--- src/rtl/slot_fifo_pkg.sv ---
package slot_fifo_pkg;
    typedef enum logic [1:0] {
        ORD_PLAIN       = 2'd0,
        ORD_DRAIN_FIRST = 2'd1,
        ORD_FILL_FIRST  = 2'd2
    } order_e;

    typedef enum logic {
        SLOT_EMPTY = 1'b0,
        SLOT_FULL  = 1'b1
    } slot_state_e;
endpackage

--- src/rtl/slot_flags.sv ---
module slot_flags
    import slot_fifo_pkg::*;
#(
    parameter order_e ORDER = ORD_PLAIN
) (
    input  logic        clk,
    input  logic        rst_n,
    input  slot_state_e state,
    input  logic        push_valid,
    input  logic        pop_ready,
    output logic        can_push,
    output logic        can_pop,
    output logic        push_fire,
    output logic        pop_fire,
    output logic        pass_through
);
    logic holding;
    assign holding = (state == SLOT_FULL);

    generate
        if (ORDER == ORD_DRAIN_FIRST) begin : g_drain_first
            always_comb begin
                can_pop      = holding;
                can_push     = !holding || pop_ready;
                pass_through = 1'b0;
            end
        end else if (ORDER == ORD_FILL_FIRST) begin : g_fill_first
            always_comb begin
                can_push     = !holding;
                can_pop      = holding || push_valid;
                pass_through = !holding;
            end
            // a full slot never takes a push in fill-first ordering
            a_r10_full_blocks_push: assert property (@(posedge clk) disable iff (!rst_n)
                holding |-> !push_fire);
        end else begin : g_plain
            always_comb begin
                can_push     = !holding;
                can_pop      = holding;
                pass_through = 1'b0;
            end
            // the plain ordering never moves both sides together
            a_r5_plain_exclusive: assert property (@(posedge clk) disable iff (!rst_n)
                !(push_fire && pop_fire));
        end
    endgenerate

    assign push_fire = push_valid && can_push;
    assign pop_fire  = pop_ready && can_pop;
endmodule

--- src/rtl/slot_ctrl.sv ---
module slot_ctrl
    import slot_fifo_pkg::*;
(
    input  logic        clk,
    input  logic        rst_n,
    input  logic        push_fire,
    input  logic        pop_fire,
    output slot_state_e state
);
    slot_state_e state_nx;

    always_ff @(posedge clk or negedge rst_n) begin
        if (!rst_n) state <= SLOT_EMPTY;
        else        state <= state_nx;
    end

    always_comb begin
        state_nx = state;
        unique case (state)
            SLOT_EMPTY: begin
                if (push_fire && !pop_fire) state_nx = SLOT_FULL;   // FILL
                else                        state_nx = SLOT_EMPTY;  // PASS / IDLE
            end
            SLOT_FULL: begin
                if (pop_fire && !push_fire) state_nx = SLOT_EMPTY;  // DRAIN
                else                        state_nx = SLOT_FULL;   // SWAP / IDLE
            end
            default: state_nx = SLOT_EMPTY;
        endcase
    end

    a_r3_drain_empties: assert property (@(posedge clk) disable iff (!rst_n)
        (state == SLOT_FULL && pop_fire && !push_fire) |=> state == SLOT_EMPTY);
    a_r2_fill_fills: assert property (@(posedge clk) disable iff (!rst_n)
        (state == SLOT_EMPTY && push_fire && !pop_fire) |=> state == SLOT_FULL);
    a_r6_swap_stays_full: assert property (@(posedge clk) disable iff (!rst_n)
        (state == SLOT_FULL && push_fire && pop_fire) |=> state == SLOT_FULL);
    a_r9_pass_stays_empty: assert property (@(posedge clk) disable iff (!rst_n)
        (state == SLOT_EMPTY && push_fire && pop_fire) |=> state == SLOT_EMPTY);
endmodule

--- src/rtl/slot_store.sv ---
module slot_store #(
    parameter int DATA_W = 8
) (
    input  logic              clk,
    input  logic              rst_n,
    input  logic              push_fire,
    input  logic              pass_through,
    input  logic [DATA_W-1:0] push_data,
    output logic [DATA_W-1:0] pop_data
);
    logic [DATA_W-1:0] stored;

    always_ff @(posedge clk) begin
        if (push_fire) stored <= push_data;
    end

    assign pop_data = pass_through ? push_data : stored;

    a_r2_capture: assert property (@(posedge clk) disable iff (!rst_n)
        push_fire |=> stored == $past(push_data));
    a_r11_hold: assert property (@(posedge clk) disable iff (!rst_n)
        !push_fire |=> $stable(stored));
endmodule

--- src/rtl/ordered_slot_fifo.sv ---
module ordered_slot_fifo
    import slot_fifo_pkg::*;
#(
    parameter int     DATA_W = 8,
    parameter order_e ORDER  = ORD_PLAIN
) (
    input  logic              clk,
    input  logic              rst_n,
    input  logic              push_valid,
    input  logic [DATA_W-1:0] push_data,
    output logic              can_push,
    input  logic              pop_ready,
    output logic [DATA_W-1:0] pop_data,
    output logic              can_pop
);
    slot_state_e state;
    logic        push_fire;
    logic        pop_fire;
    logic        pass_through;

    slot_flags #(.ORDER(ORDER)) u_flags (
        .clk          (clk),
        .rst_n        (rst_n),
        .state        (state),
        .push_valid   (push_valid),
        .pop_ready    (pop_ready),
        .can_push     (can_push),
        .can_pop      (can_pop),
        .push_fire    (push_fire),
        .pop_fire     (pop_fire),
        .pass_through (pass_through)
    );

    slot_ctrl u_ctrl (
        .clk       (clk),
        .rst_n     (rst_n),
        .push_fire (push_fire),
        .pop_fire  (pop_fire),
        .state     (state)
    );

    slot_store #(.DATA_W(DATA_W)) u_store (
        .clk          (clk),
        .rst_n        (rst_n),
        .push_fire    (push_fire),
        .pass_through (pass_through),
        .push_data    (push_data),
        .pop_data     (pop_data)
    );

    // in fill-first ordering an empty slot forwards the offered word
    a_r8_forward: assert property (@(posedge clk) disable iff (!rst_n)
        (ORDER == ORD_FILL_FIRST && state == SLOT_EMPTY && push_valid)
            |-> (can_pop && pop_data == push_data));
endmodule

--- config.mk ---
export PLATFORM = sky130hd
export DESIGN_NAME = ordered_slot_fifo
export DESIGN_NICKNAME = d
export VERILOG_FILES = /design/src/rtl/slot_fifo_pkg.sv /design/src/rtl/slot_flags.sv /design/src/rtl/slot_ctrl.sv /design/src/rtl/slot_store.sv /design/src/rtl/ordered_slot_fifo.sv
export SDC_FILE = /design/constraint.sdc
export NUM_CORES = 1
export LEC_CHECK = 0
export BUFFER_PORTS_ARGS = -buffer_cell sky130_fd_sc_hd__buf_2
export CAP_MARGIN = 20
export CORE_AREA = 3 3 40 42
export DETAILED_ROUTE_END_ITERATION = 8
export DIE_AREA = 0 0 43 45
export GPL_ROUTABILITY_DRIVEN = 1
export PLACE_DENSITY = 0.52
export SYNTH_ARGS = -nofsm -noshare
export SYNTH_HDL_FRONTEND = slang
export SYNTH_SLANG_ARGS = --single-unit
--- constraint.sdc ---
create_clock -name clk -period 3.3 [get_ports clk]
set_clock_uncertainty 0.1 [all_clocks]
set_input_delay 0.66 -clock clk [delete_from_list [all_inputs] [get_ports clk]]
set_output_delay 0.66 -clock clk [all_outputs]
set_load 0.03 [all_outputs]
# ---- Yosys cells after proc, flatten, opt, wreduce, memory -nomap -nowiden
# Cells that the tools add are included.
dict set report classes {
  muxes 3
  n_bitwise 1
  n_reduce_logical 7
}
# op count
set op_table {}
lappend op_table {{$logic_and 1x1->1} 4}
lappend op_table {{$logic_not 1->1} 3}
lappend op_table {{$mux 1} 2}
lappend op_table {{$pmux 1 s2} 1}
lappend op_table {{$not 1->1} 1}
dict set report word_totals {
  regBits 9
  input_bits 12
  output_inout_bits 10
  wordCells 13
}

# ---- Depth between registers and ports, before layout
# Gate-level depths: netlist (run 1).
dict set report depth {
  depth_word 6
  mapped_depth 2
  depth_no_buf 2
}

# ---- Cells and area by module
# Synthesis (run 1) repeated with hierarchy kept, for this count alone.
dict set report unflattened {
  hier_cells 26
  hier_area_um2 446.7
}
# mod n_inst cells_per_inst area_each_um2
set modules_own_cells {}
lappend modules_own_cells {slot_store 1 17 371.6}
lappend modules_own_cells {slot_ctrl 1 3 40.0}
lappend modules_own_cells {slot_flags 1 6 35.0}

# ---- Worst setup path after synthesis (run 1)
# OpenSTA, ideal clock, no wires.
dict set report synth_path {
  path_type {reg-to-output}
  startpoint {register u_ctrl.state}
  endpoint {output port can_push}
  arrival_time_ps 683
  required_ps 2540
  setup_slack_ps 1857
  stages_incl_launch_ff 2
  cell_sequence {dfrtp_1 -> inv_2}
}
dict set report synth_via {
  elab_chain_len 1
}
# element line
set synth_rtl {}
lappend synth_rtl {{start: declaration} slot_ctrl.sv:8} ;# output slot_state_e state
lappend synth_rtl {{start signal: assignment} slot_ctrl.sv:14} ;# else state <= state_nx;
lappend synth_rtl {{$logic_not 1->1} slot_flags.sv:38} ;# can_push = !holding;
lappend synth_rtl {{end: declaration} ordered_slot_fifo.sv:11} ;# output logic can_push,
# Every way passes these cells.

# ---- Worst setup path after layout (run 1)
# Ends and elaborated chain as after synthesis.

==> parameters.txt, run 1 <==
Parameter                              Value

Status
  Result of the run    finished clean

Route
  Total routed wirelength    about 590 µm
  Remaining DRCs    0
  Routed WL per cell    about 11 µm
  Number of optimization iterations in the first detailed-route pass    1
  Antenna-violating nets left    0
  Vias per cell    roughly 3.8
  Total via count after detailed routing    approximately 200
  Drt first-iter violations    0

Place
  Post-place setup slack    roughly 1.7 ns
  Global placement routability congestion    ~0.63
  Number of input and output port buffers inserted    21

Floorplanning
  Boundary pin count    22
  Number of core rows    13
  DIE WIDTH    43 µm
  DIE AREA    between 1500 and 2000 µm²
  Placeable core area    1285 µm²
  Height of the die    roughly 45 µm
  Initial Util    roughly 22%

Clock tree
  Count of hold buffers inserted by post-cts repair    0
  H-tree depth reported by CTS    1
  CTS root buffer    sky130_fd_sc_hd__clkbuf_4
  Number of clock sinks    9
  # Post-CTS Setup Buffers    0
  Clock slew at the register clock pins of the worst setup and hold paths    approximately 0.05 ns
  Quantity of gates resized following cts    0
  Clock tree from TritonCTS    yes
  Insertion delay of the later-clocked pin in the worst-skew pair    around 0.25 ns
  Cts bufs inserted    3
  Maximum buffer depth of the clock tree    2

Layout
  Total area of sequential cells    roughly 270 µm²
  Final core utilization    between 30% and 40%
  Proportion of layout cells with a drive suffix above 1    a little over two thirds
  Synthesis-to-layout area growth    52.63%
  FILL cells    around 130
  Combined area of the multi-input logic cells    about 16 µm²
  Final layout net count    50
  Diodes inserted    0

Synth
  Count of unique library cells instantiated by Yosys    5
  Largest cells by area after synthesis    sky130_fd_sc_hd__edfxtp_1, sky130_fd_sc_hd__dfrtp_1, sky130_fd_sc_hd__nor2b_2
  Area share of the largest cell type after synthesis    about 84%
  Post-synth net total    24
  Synth Cell Area    approximately 290 µm²
  Gate count after technology mapping    12
  Part of the Yosys area used for sequential elements    ~93%
  Number of enable-type register cells in the synthesized netlist    8
  Most common cell in the netlist    sky130_fd_sc_hd__edfxtp_1
  Yosys warning total    0
  Main flop type after synthesis    sky130_fd_sc_hd__edfxtp_1
  Cell type contributing the most total cell area after synthesis    sky130_fd_sc_hd__edfxtp_1
  Avg Synthesized Cell Area    between 20 and 25 µm²
  Post-synth top cells    sky130_fd_sc_hd__edfxtp_1, sky130_fd_sc_hd__dfrtp_1, sky130_fd_sc_hd__inv_2, sky130_fd_sc_hd__nor2b_2, sky130_fd_sc_hd__o21bai_1
  Count of state elements after synthesis    9
  Ys async rst share    between 10 and 15%

Power
  Power per cell area    around 600 nW/µm²
  Clock share of power    30.4%
  Total design power    ~0.00026 W
  P_leak    around 0.2 nW
  Relative contribution of combinational cells to total power    16.9%
  Sequential power share    between 50 and 60%
  Net Switching    around 0.000068 W
  Switching power share of the total    between 20 and 30%
  Maximum ir drop on the vdd rail    between 200 and 300 µV
  Int Power    approximately 0.00019 W

GRT
  Maximum number of pins on one net before global-route repair    10
  Global-route total usage across every layer    under 10%
  Overflow after GRT    0
  Initial antenna violation count    0
  Vias in the first global route    about 240
  Wire length of the first global-routing pass    917 µm

Critical path
  CP top delay family    flip-flops
  Ordered cell list for the critical path    inv_2, buf_2
  Critical setup path kind    flop to primary output
  Sort of element at the end of the critical path    primary output
  Nature of the critical path startpoint    flop
  Launching element of the worst setup path    u_ctrl.state
  Largest incremental delay on the critical path    around 0.40 ns
  Buf+Inv Stages, Crit Path    2
  Req. time, crit path    about 2.5 ns
  CP Data Arrival Time    0.90 ns
  Maximum fanout along the worst path    3
  Reg2reg start    u_ctrl.state
  Cell with the largest stage delay on the worst path    sky130_fd_sc_hd__dfrtp_1

STA
  RSZ-0062 raised after global routing    no
  Post-route fraction of the period consumed by the critical path    50.18%
  Worst path setup slack after routing    1.644 ns
  Final setup TNS    0 ns
  Highest clock rate    ~600 MHz
  Final critical-path required period    approximately 1.7 ns
  Slew at the pin with the worst max-slew slack    ~0.42 ns
  Max-Slew Margin vs Limit    a little under three quarters
  Final-report hold violation count    0
  Pins over their slew limit    0
  Count of endpoints failing setup in the final report    0
  Worst hold slack after final layout    0.07642 ns

Job
  MaxCap Viol Count    0

Worst hold path
  HP Class    primary input to asynchronous set/reset pin
-- state kept, by name, summed over array words and instances (netlist names) --
name and flops:
u_store.stored 8, u_ctrl.state 1
-- layer usage --
metal	GRT usage [%]	wire length, µm	vias to the layer above
li1	-	-	95
met1	4.810	185	83
met2	11.68	289	20
met3	9.562	118	0
met4	1.807	0	0
met5	0	0	-
-- power by group through the flow --
| stage | combinational [W] | sequential [W] | clock, W |
|---|---|---|---|
| after CTS | 0.0000453 | 0.000138 | 0.0000852 |
| after global placement | 0.0000445 | 0.000141 | 0 |
| after detailed placement | 0.0000452 | 0.000141 | 0 |
| final | 0.0000444 | 0.000138 | 0.0000798 |
| after global routing | 0.0000478 | 0.000139 | 0.0000913 |
| after floorplan | 0.00000986 | 0.000159 | 0 |
-- cells in the final DEF (no fill, tap or decap), drive strengths merged --
| cell type | count |
|---|---|
| buf | 21 |
| edfxtp | 8 |
| clkbuf | 4 |
| inv | 1 |
| nor2b | 1 |
| o21bai | 1 |
| dfrtp | 1 |
-- area by class of cell --
| class | instances | area share [%] |
|---|---|---|
| Clock buffer | 4 | 6.034 |
| Inverter | 1 | 0.8621 |
| Multi-Input combinational cell | 2 | 3.736 |
| Sequential cell | 9 | 60.92 |
| Tap cell | 15 | 4.310 |
| Timing Repair Buffer | 21 | 24.14 |
-- per-stage QoR --
stage | std cells | area (µm²)
final | 52 | 435.4
after global routing | 52 | 435.4
after CTS | 52 | 435.4
after detailed placement | 48 | 409.1
after global placement | 48 | 409.1
after floorplan | 12 | 285.3
-- path summary, 6_finish.rpt --
path	end	slack, ns	cells past startpoint
hold / removal	u_ctrl.state	0.08	1
hold reg to reg	u_ctrl.state	0.46	2
setup / recovery	can_push	1.64	2
setup reg to reg	u_store.stored[5]	2.08	1
max in group asynchronous	u_ctrl.state	2.94	1
min in group clk	u_ctrl.state	0.46	2
-- logic make-up after synthesis --
logic type      count (synthesis)  synth area share (%)
buf+inv                         1                 1.315
flops                           9                 92.98
compound gates                  1                 2.633
simple gates                    1                 3.071
No activity file was read; power rests on OpenSTA's default activity.
==> run 2: changes to the inputs <==
==> constraint.sdc (replaced) <==
create_clock -name clk -period 1.65 [get_ports clk]
set_clock_uncertainty 0.1 [all_clocks]
set_input_delay 0.33 -clock clk [delete_from_list [all_inputs] [get_ports clk]]
set_output_delay 0.33 -clock clk [all_outputs]
set_load 0.03 [all_outputs]
==> parameters.txt, run 2 (synthesized netlist as in run 1, its figures left out) <==
Parameter                              Value

Status
  Result of the run    finished clean

Floorplanning
  Number of core rows    13
  Boundary pin count    22
  DIE AREA    ~1900 µm²
  DIE WIDTH    43 µm
  Placeable core area    between 1000 and 1500 µm²
  Height of the die    between 40 and 50 µm
  Initial Util    between 20% and 30%

Critical path
  Maximum fanout along the worst path    3
  Setup slack, reg-to-reg    0.43 ns
  Worst Reg2Reg Path Length in Cells    1
  Req. time, crit path    about 1.2 ns
  CP top delay family    flip-flops
  Buf+Inv Stages, Crit Path    2
  Path length in cells of the critical path    2
  Sort of element at the end of the critical path    primary output
  Largest incremental delay on the critical path    roughly 0.4 ns
  Ordered cell list for the critical path    inv_2, buf_2
  Reg2reg start    u_ctrl.state
  Critical setup path kind    flop to primary output
  CP Data Arrival Time    0.90 ns
  Critical register-to-register path endpoint    u_store.stored[5]
  Launching element of the worst setup path    u_ctrl.state
  Cell with the largest stage delay on the worst path    sky130_fd_sc_hd__dfrtp_1
  CP Capture Point    can_push
  Nature of the critical path startpoint    flop

Clock tree
  Count of hold buffers inserted by post-cts repair    1
  CTS root buffer    sky130_fd_sc_hd__clkbuf_4
  Number of clock sinks    9
  Clock tree from TritonCTS    yes
  Clock slew at the register clock pins of the worst setup and hold paths    roughly 0.050 ns
  # Post-CTS Setup Buffers    0
  Quantity of gates resized following cts    0
  Cts bufs inserted    3
  Maximum buffer depth of the clock tree    2
  Insertion delay of the later-clocked pin in the worst-skew pair    0.25 ns
  H-tree depth reported by CTS    1

Worst hold path
  HP Class    primary input to flop

Place
  Placed cell areas    409.1 µm²
  Number of input and output port buffers inserted    21
  Global placement routability congestion    0.6282

STA
  Count of endpoints failing setup in the final report    0
  Final setup TNS    0 ns
  Worst hold slack after final layout    0.1433 ns
  Post-route fraction of the period consumed by the critical path    about four fifths
  Final critical-path required period    approximately 1.3 ns
  RSZ-0062 raised after global routing    no
  Slew at the pin with the worst max-slew slack    0.4223 ns
  Pins over their slew limit    0
  Max-Slew Margin vs Limit    between 70% and 80%
  Highest clock rate    ~750 MHz
  Final-report hold violation count    0

Route
  Number of optimization iterations in the first detailed-route pass    1
  Routed WL per cell    approximately 11 µm
  Drt first-iter violations    0
  Total routed wirelength    596 µm
  Antenna-violating nets left    0
  Total via count after detailed routing    around 200
  Remaining DRCs    0
  Vias per cell    around 3.8

Power
  Power per cell area    around 1200 nW/µm²
  Total design power    between 0.0005 and 0.0006 W
  Maximum ir drop on the vdd rail    about 500 µV
  P_leak    just under 0.2 nW

GRT
  Initial antenna violation count    0
  Global-route total usage across every layer    under 10%
  Vias in the first global route    approximately 240
  Maximum number of pins on one net before global-route repair    10
  Wire length of the first global-routing pass    roughly 940 µm
  Overflow after GRT    0

Layout
  Synthesis-to-layout area growth    56.14%
  Largest registers    u_store.stored (8), u_ctrl.state (1)
  Register with the most flip-flops    u_store.stored
  FILL cells    roughly 130
  Diodes inserted    0
  Final layout net count    51
  Total area of sequential cells    between 200 and 300 µm²
  Most common cell after layout, fill and taps aside    sky130_fd_sc_hd__buf_2
  Combined area of the multi-input logic cells    between 15 and 20 µm²
  Proportion of layout cells with a drive suffix above 1    between 60 and 70%
  Largest register FFs    8
  Post-route cell area    445.4 µm²
  Commonest cells after routing, fill and taps aside    sky130_fd_sc_hd__buf_2, sky130_fd_sc_hd__edfxtp_1, sky130_fd_sc_hd__clkbuf_4

Job
  MaxCap Viol Count    0
## run 2: cell count changes in the layout (fill, tap and decap cells not counted)
cell,before,now
sky130_fd_sc_hd__dlygate4sd3_1,0,1
## run 2: cell type report
cell class,count,share of cell area [%]
Inverter,1,0.8427
Tap cell,15,4.213
Timing Repair Buffer,22,25.84
Multi-Input combinational cell,2,3.652
Sequential cell,9,59.55
Clock buffer,4,5.899
## run 2: worst min path at each step
stage                       startpoint           endpoint  slack [ns]  cells after the start
after floorplan                  rst_n       u_ctrl.state       -0.07                      0
after global placement           rst_n       u_ctrl.state       0.005                      1
after detailed placement         rst_n       u_ctrl.state       0.009                      1
after CTS                    pop_ready       u_ctrl.state        0.13                      2
after global routing      push_data[4]  u_store.stored[4]        0.13                      1
final                        pop_ready       u_ctrl.state        0.14                      2
## run 2: routing by layer
| layer | vias to the layer above | wire, µm | global-route usage (%) | share of wire, % |
|---|---|---|---|---|
| met5 | - | 0 | 0 | 0 |
| met1 | 85 | 186 | 4.810 | 31 |
| met4 | 0 | 0 | 1.807 | 0 |
| met2 | 20 | 294 | 12.28 | 49 |
| li1 | 97 | - | - | - |
| met3 | 0 | 116 | 9.562 | 19 |
## run 2: metrics by stage
stage	worst slack, ns	std cells	utilization [%]
after floorplan	0.3787	12	-
after global placement	0.4180	48	31.84
after detailed placement	0.3888	48	31.84
after CTS	0.3091	53	34.66
after global routing	0.2755	53	34.66
final	0.3242	53	34.66
## run 2: power breakdown
part           leakage (nW)  switching, W  internal (W)
Sequential           0.0874    0.00000643      0.000270
Combinational        0.0964     0.0000623     0.0000281
Clock                0.0150     0.0000671     0.0000926
